`src/rtl/romif_ctl.sv`:
```
module romif_ctl #(
  parameter int ADDR_W = 24,
  parameter int ARR_AW = 12,
  parameter logic [ADDR_W-1:0] CTRL_ADDR = 24'hFFF820,
  parameter logic [ADDR_W-1:0] RST_BASE  = 24'h010000,
  parameter logic [1:0] RST_SPACE = 2'b00,
  parameter logic [1:0] RST_WAIT  = 2'b00,
  parameter logic [15:0] ROM_SEED = 16'hC3A5
) (
  input  logic              clk,
  input  logic              rst_n,
  input  logic [ADDR_W-1:0] bus_addr,
  input  logic [2:0]        bus_fc,
  input  logic              bus_rw,
  input  logic              bus_strb_n,
  input  logic [15:0]       bus_wdata,
  input  logic              stop_req,
  output logic [15:0]       bus_rdata,
  output logic              bus_rdata_oe,
  output logic              bus_ack_n
);
  localparam int HI_W = ADDR_W - 16;

  typedef enum logic [1:0] {S_IDLE, S_CNT, S_ACK, S_HOLD} st_t;
  st_t st;

  logic [2:0]  cnt;
  logic        lock_q;
  logic [1:0]  space_q, wait_q;
  logic [ADDR_W-1:ARR_AW] base_q;
  logic        rd_q, sel_reg_q;
  logic [1:0]  idx_q;
  logic [15:0] wdata_q, rdata_q;

  logic fc_ok, reg_hit, reg_ok, arr_ok, do_wr;
  logic [15:0] widx, rom_word, reg_val;
  logic unused_bits;

  always_comb begin
    unique case (space_q)
      2'b00: fc_ok = (bus_fc[1:0] == 2'b01) || (bus_fc[1:0] == 2'b10);
      2'b01: fc_ok = (bus_fc[1:0] == 2'b10);
      2'b10: fc_ok = (bus_fc == 3'b101) || (bus_fc == 3'b110);
      2'b11: fc_ok = (bus_fc == 3'b110);
    endcase
  end

  assign reg_hit = bus_addr[ADDR_W-1:3] == CTRL_ADDR[ADDR_W-1:3];
  assign reg_ok  = reg_hit && (bus_fc == 3'b101);
  assign arr_ok  = !reg_hit && (bus_addr[ADDR_W-1:ARR_AW] == base_q) && fc_ok;

  assign widx     = 16'(bus_addr[ARR_AW-1:1]);
  assign rom_word = ROM_SEED ^ widx ^ (widx << 5);

  always_comb begin
    unique case (bus_addr[2:1])
      2'd0: reg_val = {lock_q, 9'b0, space_q, 2'b0, wait_q};
      2'd1: reg_val = 16'(base_q[ADDR_W-1:16]);
      2'd2: reg_val = {base_q[15:ARR_AW], {ARR_AW{1'b0}}};
      2'd3: reg_val = 16'h0000;
    endcase
  end

  assign do_wr = (st == S_CNT) && !bus_strb_n && (cnt == 3'd1) && !rd_q && sel_reg_q;

  always_ff @(posedge clk or negedge rst_n) begin
    if (!rst_n) begin
      st        <= S_IDLE;
      cnt       <= 3'd0;
      rd_q      <= 1'b0;
      sel_reg_q <= 1'b0;
      idx_q     <= 2'd0;
      wdata_q   <= 16'h0000;
      rdata_q   <= 16'h0000;
    end else begin
      unique case (st)
        S_IDLE: if (!bus_strb_n) begin
          if (reg_ok || arr_ok) begin
            st        <= S_CNT;
            cnt       <= (wait_q == 2'b11) ? 3'd1 : 3'(wait_q) + 3'd2;
            rd_q      <= bus_rw;
            sel_reg_q <= reg_ok;
            idx_q     <= bus_addr[2:1];
            wdata_q   <= bus_wdata;
            rdata_q   <= reg_ok ? reg_val : rom_word;
          end else begin
            st <= S_HOLD;
          end
        end
        S_CNT: begin
          if (bus_strb_n)          st <= S_IDLE;
          else if (cnt == 3'd1)    st <= S_ACK;
          else                     cnt <= cnt - 3'd1;
        end
        S_ACK:  st <= bus_strb_n ? S_IDLE : S_HOLD;
        S_HOLD: if (bus_strb_n) st <= S_IDLE;
      endcase
    end
  end

  always_ff @(posedge clk or negedge rst_n) begin
    if (!rst_n) begin
      lock_q  <= 1'b0;
      space_q <= RST_SPACE;
      wait_q  <= RST_WAIT;
      base_q  <= RST_BASE[ADDR_W-1:ARR_AW];
    end else if (do_wr) begin
      unique case (idx_q)
        2'd0: begin
          lock_q  <= lock_q | wdata_q[15];
          space_q <= wdata_q[5:4];
          if (!lock_q) wait_q <= wdata_q[1:0];
        end
        2'd1: if (!lock_q && !stop_req) base_q[ADDR_W-1:16] <= wdata_q[HI_W-1:0];
        2'd2: if (!lock_q && !stop_req) base_q[15:ARR_AW] <= wdata_q[15:ARR_AW];
        2'd3: ;
      endcase
    end
  end

  assign bus_ack_n    = (st != S_ACK);
  assign bus_rdata_oe = rd_q && ((st == S_CNT) || (st == S_ACK));
  assign bus_rdata    = bus_rdata_oe ? rdata_q : 16'h0000;
  assign unused_bits  = ^{bus_addr[0], wdata_q};
endmodule


```
`config.mk`:
```
export PLATFORM = sky130hd
export DESIGN_NAME = romif_ctl
export DESIGN_NICKNAME = d
export VERILOG_FILES = /design/src/rtl/romif_ctl.sv
export SDC_FILE = /design/constraint.sdc
export NUM_CORES = 1
export LEC_CHECK = 0
export BUFFER_PORTS_ARGS = -buffer_cell sky130_fd_sc_hd__buf_2
export CORE_ASPECT_RATIO = 0.75
export CORE_MARGIN = 1.5
export CORE_UTILIZATION = 35
export DETAILED_ROUTE_END_ITERATION = 16
export GPL_ROUTABILITY_DRIVEN = 0
export PLACE_DENSITY = 0.56
export SKIP_CTS_REPAIR_TIMING = 1
export SLEW_MARGIN = 20
export SYNTH_ARGS = -nofsm -noshare
export SYNTH_HDL_FRONTEND = slang
export SYNTH_SLANG_ARGS = --single-unit
```
`constraint.sdc`:
```
create_clock -name clk -period 3.91 [get_ports clk]
set_input_delay 0.782 -clock clk [delete_from_list [all_inputs] [get_ports clk]]
set_output_delay 0.782 -clock clk [all_outputs]
set_load 0.02 [all_outputs]
```
==> out/metrics.csv <==
metric;value;unit
largest family of logic cells by synthesized area;multiplexers;
commonest cells after routing, fill and taps aside;60 x buf_2, 53 x dfrtp_1, 43 x mux2_2;
synthesized area;3020;um2
clk root buf;clkbuf_16;
Total Routing Usage GR;16.6;%
setup violators final;0;
total power;1.44;mW
total wire length;7050;um
FF-to-FF setup slack;1.27;ns
leakage power;1.87;nW
I/O pins;66;
ratio of final minimum period to clock period;74.9;%
status;complete, no violations;
largest net degree at the start of global routing;30;
FFs w/ async S/R, synth;100;%
Fmax;341;MHz
Synth area leaders;dfrtp_1 44%, mux2_2 16%, ha_1 3.7%;
die height;83.5;um
prevailing post-synth register cell;dfrtp_1;
area grow syn2layout;19.0;%
FILL cells;848;
GRT overflow;0;
vias in the first global route;2233;
top-area cell type share of the netlist area;43.9;%
Final ANT Viol Nets;0;
worst-skew pair later-pin latency;0.29;ns
vias;2226;
PortBufs;60;
WP data arrival;3.11;ns
Sw Ratio;29.8;%
Least-Margin Pin Slew;0.617;ns
Hold Path Class;input pin to asynchronous set/reset pin;
setup slack after layout;0.980;ns
critical register-to-register path endpoint;rd_q;
VDD IR max;211;uV
Synth Register Bits;54;
dpl hpwl;5550;um
Net Sw Power;0.429;mW
core box area;8420;um2
final hold violation count;0;
crit-path cells;buf_2 -> inv_1 -> ha_1 -> a2111o_1 -> or4_4 -> o41ai_4 -> buf_4 -> mux2_2;
first-pass GRT wire length;11600;um
sequential share of the synthesized area;44.8;%
DR DRC count;0;
library cells used by synthesis;46;
largest fanout on the critical path;17;
crit end category;flip-flop;
xor-xnor portion of the synthesized cell area;4.35;%
multiplexer share of the synthesized area;19.1;%
dpl cells;432;
DRT iter0 DRCs;115;
sequential share of power;42.4;%
CP endpoint;rd_q;
adder-cell share of the synthesized area;3.73;%
die area;9200;um2
post-synth net total;327;
Setup CP Type;input pin to flip-flop;
initial core utilization;35.9;%
crit path max-delay cell type;or4_4;
RSZ-0062 raised after global routing;false;
n_diodes;0;
layout cells sized above 1;36.7;%
YS warnings;0;
CTS clk-pin slew, worst paths;0.07;ns
Final min period;2.93;ns
CP Launch Point;bus_fc[0];
WL per Instance;16.0;um
CTS HTree Levels;2;
compound-gate portion of the synthesized area;9.03;%
Rel. slew slack;58.9;%
most common library cell in the layout ignoring fill and taps;buf_2;
final net count;388;
Comb power frac;21.8;%
Post-Synth Simple-Gate Area;14.9;%
leading area contributor after synthesis;dfrtp_1;
start of the worst register-to-register path;base_q[16];
EDFF count, synth;0;
max-capacitance violation count;0;
via/cell ratio;5.06;
row cnt;29;
Worst Path Required;4.09;ns
Worst R2R Path Depth;6;
Fin Setup TNS;0;ns
CTS tree;yes;
crit path launch type;input pin;
Syn Inst Count;270;
max-slew violations;0;
Pwr per Cell Area;400;nW/um2
post-synthesis area per instance;11.2;um2
Post-Place Worst Slack;0.664;ns
internal cell power;1.01;mW
clk buf depth;2;
antenna violations before repair;0;
clock power share;35.9;%
max incr delay on CP;0.52;ns
Layout Utilization;42.7;%
final non-filler cell total;440;
CTS sink cnt;54;
Die X;110;um
Final Skew;0.00728;ns
cts bufs inserted;5;
first drt pass iteration count;4;
per-layer routing:
layer / part of all wire [%] / global-route usage, % / routed length, um / vias to the layer above
met2: 46 / 25.3 / 3210 / 35
met3: 3.0 / 4.22 / 209 / 4
met5: 0 / 0 / 0 / -
met4: 0.55 / 2.91 / 39 / 0
met1: 51 / 24.2 / 3590 / 1094
li1: - / - / - / 1093
logic make-up (layout without fill, tap and decap cells):
kind of cell / count (synthesis) / count (layout)
and+or+nand+nor: 74 / 74
adders and majority gates: 9 / 9
muxes: 52 / 52
buffers and inverters: 27 / 89
AOI/OAI and AO/OA: 39 / 39
xor gates and xnor gates: 15 / 15
DFF: 54 / 54
power groups by stage:
stage,Clock [mW],Combinational (mW),Sequential [mW]
after CTS,0.527,0.318,0.608
after floorplan,0,0.212,0.612
after global placement,0,0.308,0.618
after global routing,0.552,0.367,0.613
final,0.515,0.313,0.608
after detailed placement,0,0.318,0.618
Yosys cell counts (2+ instances only):
| master | n |
|---|---|
| o31ai_1 | 3 |
| nand3b_1 | 3 |
| inv_1 | 18 |
| dfrtp_1 | 53 |
| ha_1 | 9 |
| and3b_1 | 2 |
| or3_1 | 3 |
| nor2_1 | 14 |
| nor3_1 | 4 |
| mux2_1 | 2 |
| buf_6 | 3 |
| mux2i_1 | 7 |
| and4_2 | 2 |
| nor2b_1 | 3 |
| a31o_2 | 3 |
| nor4bb_1 | 2 |
| xnor2_1 | 10 |
| nand4_1 | 7 |
| xor2_1 | 5 |
| nand2b_1 | 3 |
| mux2_2 | 43 |
| a211oi_1 | 3 |
| and3_1 | 17 |
| nand2_1 | 4 |
| clkbuf_1 | 5 |
| o21bai_1 | 2 |
| o21ai_0 | 11 |
| a31oi_1 | 2 |
| nand3_1 | 3 |
| a21oi_1 | 8 |
worst min-delay path by stage:
| stage | cells past startpoint | slack, ns | startpoint | endpoint |
|---|---|---|---|---|
| 6_report | 1 | 0.50 | rst_n | cnt[0] |
| 2_1_floorplan | 1 | 0.45 | wdata_q[12] | wdata_q[12] |
| 3_3_place_gp | 1 | 0.47 | wdata_q[12] | wdata_q[12] |
| 3_5_place_dp | 1 | 0.49 | wdata_q[12] | wdata_q[12] |
| 5_1_grt | 1 | 0.52 | rdata_q[13] | rdata_q[13] |
| 4_1_cts | 1 | 0.50 | wdata_q[12] | wdata_q[12] |
through the flow:
stage | hold slack (ns) | instance area, um2
6_report | 0.499 | 3590
5_1_grt | 0.523 | 3590
4_1_cts | 0.504 | 3590
3_5_place_dp | 0.487 | 3420
3_3_place_gp | 0.473 | 3420
2_1_floorplan | 0.454 | 3020
registers in the layout, summed over array words and instances, names as in the netlist:
| register | cells |
|---|---|
| rdata_q | 16 |
| sel_reg_q | 1 |
| wait_q | 2 |
| base_q | 12 |
| lock_q | 1 |
| idx_q | 2 |
| rd_q | 1 |
| space_q | 2 |
| wdata_q | 12 |
| st | 2 |
| cnt | 3 |
critical path, delay by kind of cell:
kind | cells | cell delay (ns)
buffers and inverters | 3 | 0.46
AND/OR/NAND/NOR | 1 | 0.52
adder cells (fa/ha/maj) | 1 | 0.27
AO/OA/AOI/OAI | 2 | 0.70
multiplexers | 1 | 0.36
final cells by class:
class | count | area [um2] | share of cell area (%)
clock buffer | 5 | 125 | 3.48
clock inverter | 3 | 47.5 | 1.32
inverter | 18 | 67.6 | 1.88
multi-input combinational | 189 | 1540 | 42.9
sequential | 54 | 1350 | 37.6
tap | 108 | 135 | 3.76
timing repair buffer | 63 | 323 | 8.98
No activity file was read; power rests on OpenSTA's default activity.
